`src/rtl/specld_pkg.sv`:
```
package specld_pkg;

  localparam int unsigned SPECLD_ENTRIES    = 16;
  localparam int unsigned SPECLD_TAG_W      = 7;
  localparam int unsigned SPECLD_ADDR_W     = 48;
  localparam int unsigned SPECLD_WORD_SHIFT = 3;

  typedef enum logic [1:0] {
    VSRC_NONE = 2'd0,
    VSRC_HIT  = 2'd1,
    VSRC_FREE = 2'd2,
    VSRC_ROT  = 2'd3
  } vsrc_e;

endpackage

```
`src/rtl/specld_entry.sv`:
```
module specld_entry #(
  parameter int unsigned TAG_W  = 7,
  parameter int unsigned WORD_W = 45
) (
  input  logic              clk,
  input  logic              rst_n,
  input  logic              wr_en,
  input  logic [TAG_W-1:0]  wr_tag,
  input  logic [WORD_W-1:0] wr_word,
  input  logic              st_vld,
  input  logic [WORD_W-1:0] st_word,
  input  logic              clr,
  input  logic [TAG_W-1:0]  chk_tag,
  output logic              vld,
  output logic              alloc_hit,
  output logic              chk_hit
);

  logic              vld_q, vld_d;
  logic [TAG_W-1:0]  tag_q, tag_d;
  logic [WORD_W-1:0] word_q, word_d;
  logic              st_hit;

  assign st_hit    = st_vld && vld_q && (word_q == st_word);
  assign alloc_hit = vld_q && (tag_q == wr_tag);
  assign chk_hit   = vld_q && (tag_q == chk_tag);
  assign vld       = vld_q;

  always_comb begin
    vld_d  = vld_q;
    tag_d  = tag_q;
    word_d = word_q;
    if (wr_en) begin
      vld_d  = 1'b1;
      tag_d  = wr_tag;
      word_d = wr_word;
    end else if (st_hit || clr) begin
      vld_d  = 1'b0;
    end
  end

  always_ff @(posedge clk or negedge rst_n) begin
    if (!rst_n) begin
      vld_q <= 1'b0;
    end else begin
      vld_q <= vld_d;
    end
  end

  always_ff @(posedge clk or negedge rst_n) begin
    if (!rst_n) begin
      tag_q  <= '0;
      word_q <= '0;
    end else if (wr_en) begin
      tag_q  <= tag_d;
      word_q <= word_d;
    end
  end

  // a matching store with no same-cycle write drops the record
  a_r4_store_kills: assert property (@(posedge clk) disable iff (!rst_n)
    (st_hit && !wr_en) |=> !vld_q);

  // a write always leaves a valid record holding the written tag
  a_r9_write_wins: assert property (@(posedge clk) disable iff (!rst_n)
    wr_en |=> (vld_q && tag_q == $past(wr_tag)));

  // with no write, store hit or clear, a valid record stays valid
  a_r5_record_holds: assert property (@(posedge clk) disable iff (!rst_n)
    (vld_q && !wr_en && !st_hit && !clr) |=> vld_q);

endmodule

```
`src/rtl/specld_victim.sv`:
```
module specld_victim
  import specld_pkg::*;
#(
  parameter int unsigned ENTRIES = 16,
  localparam int unsigned IDX_W  = (ENTRIES > 1) ? $clog2(ENTRIES) : 1
) (
  input  logic               clk,
  input  logic               rst_n,
  input  logic               alloc_vld,
  input  logic [ENTRIES-1:0] hit_vec,
  input  logic [ENTRIES-1:0] vld_vec,
  output logic [ENTRIES-1:0] wr_vec
);

  logic [IDX_W-1:0]   rot_q, rot_d;
  logic [ENTRIES-1:0] free_vec;
  logic [ENTRIES-1:0] rot_vec;
  logic               free_found;
  logic               rot_en;
  vsrc_e              src;

  always_comb begin
    free_vec   = '0;
    free_found = 1'b0;
    for (int i = 0; i < int'(ENTRIES); i++) begin
      if (!vld_vec[i] && !free_found) begin
        free_vec[i] = 1'b1;
        free_found  = 1'b1;
      end
    end
  end

  always_comb begin
    rot_vec        = '0;
    rot_vec[rot_q] = 1'b1;
  end

  always_comb begin
    if (!alloc_vld)     src = VSRC_NONE;
    else if (|hit_vec)  src = VSRC_HIT;
    else if (free_found) src = VSRC_FREE;
    else                src = VSRC_ROT;
  end

  always_comb begin
    unique case (src)
      VSRC_HIT:  wr_vec = hit_vec;
      VSRC_FREE: wr_vec = free_vec;
      VSRC_ROT:  wr_vec = rot_vec;
      default:   wr_vec = '0;
    endcase
  end

  assign rot_en = (src == VSRC_ROT);

  always_comb begin
    if (rot_q == IDX_W'(ENTRIES - 1)) rot_d = '0;
    else                              rot_d = rot_q + 1'b1;
  end

  always_ff @(posedge clk or negedge rst_n) begin
    if (!rst_n) begin
      rot_q <= '0;
    end else if (rot_en) begin
      rot_q <= rot_d;
    end
  end

  // every recording selects exactly one record
  a_r7_one_victim: assert property (@(posedge clk) disable iff (!rst_n)
    alloc_vld |-> $onehot(wr_vec));

  // with a free record and no tag hit, the chosen record was free
  a_r7_free_first: assert property (@(posedge clk) disable iff (!rst_n)
    (alloc_vld && !(|hit_vec) && !(&vld_vec)) |-> ((wr_vec & vld_vec) == '0));

  // a replacement in a full table moves the pointer
  a_r8_rot_moves: assert property (@(posedge clk) disable iff (!rst_n)
    (alloc_vld && !(|hit_vec) && (&vld_vec)) |=> (rot_q != $past(rot_q)));

  // without a replacement the pointer keeps its value
  a_r8_rot_still: assert property (@(posedge clk) disable iff (!rst_n)
    !(alloc_vld && !(|hit_vec) && (&vld_vec)) |=> $stable(rot_q));

endmodule

```
`src/rtl/specld_table.sv`:
```
module specld_table
  import specld_pkg::*;
#(
  parameter int unsigned ENTRIES    = SPECLD_ENTRIES,
  parameter int unsigned TAG_W      = SPECLD_TAG_W,
  parameter int unsigned ADDR_W     = SPECLD_ADDR_W,
  parameter int unsigned WORD_SHIFT = SPECLD_WORD_SHIFT,
  localparam int unsigned WORD_W    = ADDR_W - WORD_SHIFT
) (
  input  logic              clk,
  input  logic              rst_n,
  input  logic              alloc_vld,
  input  logic [TAG_W-1:0]  alloc_tag,
  input  logic [ADDR_W-1:0] alloc_addr,
  input  logic              st_vld,
  input  logic [ADDR_W-1:0] st_addr,
  input  logic              chk_vld,
  input  logic [TAG_W-1:0]  chk_tag,
  input  logic              chk_clr,
  output logic              chk_rsp_vld,
  output logic              chk_pass
);

  logic [WORD_W-1:0]  alloc_word;
  logic [WORD_W-1:0]  st_word;
  logic [ENTRIES-1:0] vld_vec;
  logic [ENTRIES-1:0] alloc_hit_vec;
  logic [ENTRIES-1:0] chk_hit_vec;
  logic [ENTRIES-1:0] wr_vec;
  logic [ENTRIES-1:0] clr_vec;
  logic               rsp_vld_q, rsp_vld_d;
  logic               pass_q, pass_d;
  logic               unused_lo_bits;

  assign alloc_word     = alloc_addr[ADDR_W-1:WORD_SHIFT];
  assign st_word        = st_addr[ADDR_W-1:WORD_SHIFT];
  assign unused_lo_bits = ^{alloc_addr[WORD_SHIFT-1:0], st_addr[WORD_SHIFT-1:0]};

  assign clr_vec = (chk_vld && chk_clr) ? chk_hit_vec : '0;

  for (genvar g = 0; g < int'(ENTRIES); g++) begin : g_rec
    specld_entry #(
      .TAG_W  (TAG_W),
      .WORD_W (WORD_W)
    ) u_rec (
      .clk       (clk),
      .rst_n     (rst_n),
      .wr_en     (wr_vec[g]),
      .wr_tag    (alloc_tag),
      .wr_word   (alloc_word),
      .st_vld    (st_vld),
      .st_word   (st_word),
      .clr       (clr_vec[g]),
      .chk_tag   (chk_tag),
      .vld       (vld_vec[g]),
      .alloc_hit (alloc_hit_vec[g]),
      .chk_hit   (chk_hit_vec[g])
    );
  end

  specld_victim #(
    .ENTRIES (ENTRIES)
  ) u_victim (
    .clk       (clk),
    .rst_n     (rst_n),
    .alloc_vld (alloc_vld),
    .hit_vec   (alloc_hit_vec),
    .vld_vec   (vld_vec),
    .wr_vec    (wr_vec)
  );

  always_comb begin
    rsp_vld_d = chk_vld;
    pass_d    = chk_vld && (|chk_hit_vec);
  end

  always_ff @(posedge clk or negedge rst_n) begin
    if (!rst_n) begin
      rsp_vld_q <= 1'b0;
      pass_q    <= 1'b0;
    end else begin
      rsp_vld_q <= rsp_vld_d;
      pass_q    <= pass_d;
    end
  end

  assign chk_rsp_vld = rsp_vld_q;
  assign chk_pass    = pass_q;

  // at most one valid record per tag, seen from both lookups
  a_r6_one_per_tag: assert property (@(posedge clk) disable iff (!rst_n)
    $onehot0(alloc_hit_vec) && $onehot0(chk_hit_vec));

  // a request is answered in the following cycle
  a_r2_rsp_timing: assert property (@(posedge clk) disable iff (!rst_n)
    chk_vld |=> chk_rsp_vld);

  // no pass outside a response
  a_r3_pass_needs_rsp: assert property (@(posedge clk) disable iff (!rst_n)
    !chk_rsp_vld |-> !chk_pass);

  // a check against an empty table cannot pass
  a_r10_empty_fails: assert property (@(posedge clk) disable iff (!rst_n)
    (chk_vld && vld_vec == '0) |=> !chk_pass);

endmodule

```
`config.mk`:
```
export PLATFORM = sky130hd
export DESIGN_NAME = specld_table
export DESIGN_NICKNAME = d
export VERILOG_FILES = /design/src/rtl/specld_pkg.sv /design/src/rtl/specld_entry.sv /design/src/rtl/specld_victim.sv /design/src/rtl/specld_table.sv
export SDC_FILE = /design/constraint.sdc
export NUM_CORES = 2
export LEC_CHECK = 0
export BUFFER_PORTS_ARGS = -buffer_cell sky130_fd_sc_hd__buf_2
export CAP_MARGIN = 20
export CORE_MARGIN = 1
export CORE_UTILIZATION = 57
export CTS_BUF_LIST = sky130_fd_sc_hd__clkbuf_16
export DETAILED_ROUTE_END_ITERATION = 16
export GPL_TIMING_DRIVEN = 0
export PLACE_DENSITY = 0.77
export SYNTH_ARGS = -nofsm -noshare
export SYNTH_HDL_FRONTEND = slang
export SYNTH_SLANG_ARGS = --single-unit
```
`constraint.sdc`:
```
create_clock -name clk -period 2.65 [get_ports clk]
set_input_delay 0.1325 -clock clk [delete_from_list [all_inputs] [get_ports clk]]
set_output_delay 0.1325 -clock clk [all_outputs]
set_load 0.01 [all_outputs]
```
-- Word-level counts from Yosys, hierarchy flattened
Index checks and enable logic that the tools add are counted.
- register bits after elaboration: 854
- input port bits: 116
- output and inout port bits: 2
- word-level logic and storage cells: 322
- add/subtract/negate cells: 1
- magnitude comparators: 2
- equality and inequality tests: 52
- muxes and demuxes: 71
- reduce and logical (&&, ||, !) cells: 145
- operator list (kind ; number):
    $eq A45 B45 Y1 ; 16
    $eq A7 B7 Y1 ; 32
    $logic_and A1 B1 Y1 ; 82
    $mux W1 ; 65
    $pmux W16 S3 ; 1
    $reduce_bool A2 Y1 ; 16
    $reduce_or A16 Y1 ; 2
    $logic_not A1 Y1 ; 29
    $logic_or A1 B1 Y1 ; 16
    $mux W16 ; 1
    $lt A4 B5 Y1 const B ; 1
    $add A4 B1 Y4 const B ; 1
    $demux W1 S4 ; 1
    $eq A2 B2 Y1 const B ; 2
    $eq A4 B4 Y1 const B ; 1
    $ge A4 B1 Y1 const B ; 1
    $mux W2 ; 2
    $mux W4 ; 1
    $eq A2 B1 Y1 const B ; 1

-- Logic depth before layout (Yosys ltp)
- depth in word-level cells: 51
- mapped depth: 12
- mapped depth without buffers: 8

-- Modules after synthesis
Synthesis repeated with hierarchy kept, for this count alone.
- cells, all modules: 3242
- area, all modules: 42939.9 um^2
- by module, submodules not included (module ; instances ; cells each ; area each (um^2) ; sequential area each (um^2)):
    specld_entry ; 16 ; 194 ; 2621.3 ; 1326.3
    specld_victim ; 1 ; 112 ; 778.2 ; 100.1
    specld_table ; 1 ; 26 ; 221.5 ; 50.0

-- Worst setup path after synthesis
OpenSTA, ideal clock, no wires.
- path kind: register -> register
- start: register g_rec[0].u_rec.vld_q
- end: register g_rec[9].u_rec.word_q[10]
- library setup time: 0.128 ns
- arrival: 2.413 ns
- data required time: 2.522 ns
- path slack: 0.110 ns
- cell stages (with the launch flop): 12
- path buffers: 3
- clock period less this slack: 2.540 ns
- cell sequence: dfrtp_1 -> clkbuf_1 -> nand2_1 -> nor3_2 -> nand4_1 -> nor3_1 -> nand3_1 -> nor2_8 -> a31o_2 -> buf_4 -> buf_4 -> mux2_1
- longest elaborated chain between the ends: 49
- elaborated cells between the ends (all ways): 55
- classes of those cells: 3 x eq/ne; 21 x mux; 31 x reduce/logical
- RTL lines (what ; line ; text):
    from (decl) ; specld_entry.sv:19 ; logic vld_q, vld_d;
    from (signal assigned) ; specld_entry.sv:46 ; vld_q <= vld_d;
    $mux W1 / $logic_and A1 B1 Y1 (equally long branches) ; specld_victim.sv:26 ; if (!vld_vec[i] && !free_found) begin
    $mux W1 ; specld_victim.sv:26 ;
    $logic_not A1 Y1 ; specld_victim.sv:26 ;
    $logic_and A1 B1 Y1 ; specld_victim.sv:26 ;
    $mux W1 ; specld_victim.sv:26 ;
    $logic_not A1 Y1 ; specld_victim.sv:26 ;
    $logic_and A1 B1 Y1 ; specld_victim.sv:26 ;
    $mux W1 ; specld_victim.sv:26 ;
    (+33 left out) ; -- ;
    $logic_not A1 Y1 ; specld_victim.sv:26 ;
    $logic_and A1 B1 Y1 ; specld_victim.sv:26 ;
    $mux W1 ; specld_victim.sv:26 ;
    $mux W1 ; specld_victim.sv:41 ; else if (free_found) src = VSRC_FREE;
    $mux W2 ; specld_victim.sv:40 ; else if (|hit_vec) src = VSRC_HIT;
    $mux W2 ; specld_victim.sv:39 ; if (!alloc_vld) src = VSRC_NONE;
    $eq A2 B2 Y1 / $eq A2 B1 Y1 (equally long branches) ; specld_victim.sv:46 ; unique case (src)
    $pmux W16 S3 * ; specld_victim.sv:46 ;
    to (signal assigned) ; specld_entry.sv:56 ; word_q <= word_d;
    to (decl) ; specld_entry.sv:21 ; logic [WORD_W-1:0] word_q, word_d;
Mark *: on every way between the ends. The rest lies on a longest branch, timed or not.
A chain may end at the register's enable or synchronous reset.

-- Worst setup path after layout
- start: input port st_addr[26]
- end: register g_rec[2].u_rec.vld_q
- longest elaborated chain between the ends: 4
- RTL lines (what ; line ; text):
    from (decl) ; specld_table.sv:16 ; input logic [ADDR_W-1:0] st_addr,
    $eq A45 B45 Y1 ; specld_entry.sv:24 ; assign st_hit = st_vld && vld_q && (word_q == st_word);
    $logic_and A1 B1 Y1 ; specld_entry.sv:24 ;
    $logic_or A1 B1 Y1 ; specld_entry.sv:37 ; end else if (st_hit || clr) begin
    $reduce_bool A2 Y1 (no line) ; -- ;
    to (signal assigned) ; specld_entry.sv:46 ;
    to (decl) ; specld_entry.sv:19 ;
Every way passes these cells.

==> impl_metrics.ini <==
[final_layout]
net_count_reported_at_finish = 3969
area_growth_syn_to_layout_pct = 19.3
final_cells = 4894
fillCellCount = 5273
final_layout_size_suffix_gt1_share_pct = 26.2
final_area_sq_um = 51500

[worst_setup_path]
worst_reg2reg_path_startpoint = g_rec[5].u_rec.tag_q[3]
reg2reg_setup_slack_ns = -0.26
critPathArrivalTime_ns = 3.51
worst-setup-path-type = in2reg
end_kind = flip-flop
setup_crit_start = st_addr[26]
setup.worst_path.start_class = input pin
critical_path.reg2reg.endpoint = g_rec[6].u_rec.word_q[11]
worst-path-max-fanout = 10
cp.required_ns = 3.15
r2r.worst_path.cells = 11

[global_route]
first_global_vias = 32100
globalRouteTotalUtil_pct = 43.2
grt_antenna_before_repair = 5
grt_start_max_net_pins = 122
grt_pass1_wl_microns = 235000
globalRoute.totalOverflow = 0

[drt]
detailedRoute.firstPassIterationCount = 6
via_count = 33300
first_iter_violations = 4789
antenna_left = 0
routed_wire_length_per_instance_microns = 34.7
route.detailed.drc = 0
drt_wl_total_microns = 170000
vias_per_cell = 6.79

[clock_network]
clk_latency_worst_skew_pair_ns = 0.67
numCtsBuffers = 90
cts.htree.levels = 3
cts_root_buf = clkbuf_16
cts.path.max_buffers = 3
clock_tree_from_tritoncts = done
clk_transition_reported_paths_ns = 0.06
cts_num_sinks = 854

[pwr]
vdd_ir_drop_max_v = 0.000575
leakage_dissipation_nw = 22.7
powerDensity_nw_per_um2 = 1170

[synthesis]
synth_most_common_cell = dfrtp_1
yosys-top-cells-area = dfrtp_1 49%, xor2_1 9.9%, mux2_2 9.9%
synth.cell_area_sq_um = 43200
synth_nets = 3652
ys_types = 62
synthCells = 3532
seq_area_frac_synth_pct = 49.5
yosys-top-cells-count = 854 x dfrtp_1, 488 x xor2_1, 378 x mux2_2
netlist.area_leader.share_pct = 49.5
synth_edf_count = 0
synthesis.yosys.warnings = 0
synth-seq-cells = 854
synth_top_area_cell = dfrtp_1
ys_dominant_reg_cell = dfrtp_1
syn_area_per_cell_sq_um = 12.2
async_s_r_ff_share_synth_pct = 100

[timing]
period_needed_ns = 3.00
tightest_slew_ns = 1.35
finalHoldViolations = 0
timing.clock.skew_ns = 0.0291
fmax_mhz = 333
relSlewSlack_pct = 10.3
layout_setup_ws_ns = -0.354
timing.final.setup_violations = 723
setup_repair_after_global_routing_missed_its_margin = true
timing.setup.tns_ns = -89.61
hold-worst-slack_ns = 0.128
min_period_over_period_pct = 113
slew_viol_final = 0

[placed_design]
io_buffer_count = 53
dpl.hpwl_microns = 121000
placement.setup.worst_slack_ns = -1.66
placement.cell_area_sq_um = 45200
placed_cells_incl_taps = 4583
routabilityCongestion = 1.02

[min_path]
timing.hold.worst_path_depth = 5
min_path_type = in2reg
hold_start = alloc_vld
min_to = u_victim.rot_q[3]

[flow_run]
cap_violations = 0

[status]
outcome = finished with violations
violations = setup timing

[floorplanning]
boundaryPins = 118
dieArea_sq_um = 76900
fp.dieW_microns = 277
core.rowCount = 100
floorplan.core_area_sq_um = 74700
initial_utilization_pct = 57.8
dieHeight_microns = 277
## worst max-delay path by stage
stage	cells past startpoint	to	slack (ns)
after floorplan	11	g_rec[9].u_rec.word_q[10]	0.11
after detailed placement	7	g_rec[10].u_rec.vld	-1.66
final	7	g_rec[2].u_rec.vld	-0.35
after CTS	11	g_rec[6].u_rec.word_q[41]	-0.1
after global placement	1	g_rec[12].u_rec.word_q[27]	-17.18
after global routing	11	g_rec[6].u_rec.word_q[11]	-0.30
## power breakdown
part	switching, mW	internal, mW
clock	5.70	7.10
combinational	11.4	11.7
sequential	5.27	19.2
total	22.4	38.0
## logic make-up after synthesis
logic type / count (synthesis) / synth area share, %
multiplexers: 618 / 16.1
flip-flops: 854 / 49.5
buffers and inverters: 374 / 3.77
adder cells (fa/ha/maj): 4 / 0.116
XOR/XNOR: 845 / 17.1
AO/OA/AOI/OAI: 379 / 7.26
AND/OR/NAND/NOR: 458 / 6.11
## state kept, by name, indices dropped and copies added (netlist names)
signal              count
g_rec.u_rec.vld        16
chk_pass                1
g_rec.u_rec.tag_q     112
g_rec.u_rec.word_q    720
u_victim.rot_q          4
chk_rsp_vld             1
## worst max-delay path, cell delays in order
cell,delay (ns)
clkbuf_1,0.83
buf_2,0.74
xor2_1,0.15
nor4_1,0.56
nand4_1,0.28
nor4_1,0.68
o31ai_1,0.11
## routing by layer
layer / wire length [microns] / track usage [%] / vias to the layer above
met2: 71500 / 62.7 / 2505
met4: 10200 / 21.2 / 6
met5: 40 / 0 / -
met3: 24200 / 16.3 / 568
li1: - / - / 13200
met1: 63800 / 56.7 / 17000
## final cells by class
cell class	instances	area, sq um	share of cell area [%]
sequential	854	21400	41.5
multi-input combinational	2304	21200	41.1
timing repair buffer	232	2490	4.83
clock buffer	92	2300	4.47
buffer	286	2040	3.96
tap	969	1210	2.35
clock inverter	74	596	1.16
inverter	81	304	0.590
antenna	2	5.00	0.00972
## cell usage in the layout (no fill, tap or decap), types with 15 or more instances in the layout
cell and n:
clkinv_1 21, buf_1 18, nor4_1 146, o21ai_0 18
buf_8 22, clkbuf_1 132, dfrtp_1 843, xnor2_1 353
clkbuf_2 38, o2bb2ai_1 220, xor2_1 488, and3_1 15
nand4_1 136, buf_6 22, mux2_1 111, mux2_4 129
buf_2 63, dlygate4sd3_1 58, o22ai_1 34, clkinv_2 18
buf_12 47, buf_4 85, nand2_1 78, inv_1 94
nand3_1 15, a221oi_1 22, mux2_2 378, clkbuf_16 109
## repair_timing
item / CTS / global route
hold buffers: 58 / 0
gates resized for setup: 303 / 163
pin swaps: 27 / 24
hold endpoints to repair: 702 / 0
gates cloned: 1 / 17
setup endpoints to repair: 849 / 952
setup buffers: 54 / 21
## per-stage QoR
stage / util [%] / power, mW
after floorplan: - / 36.5
after CTS: 67.3 / 57.5
after global placement: 59.8 / 42.3
after global routing: 68.9 / 62.3
after detailed placement: 60.5 / 43.1
final: 68.9 / 60.4
Note: power is estimated with default switching activity, not from simulation.
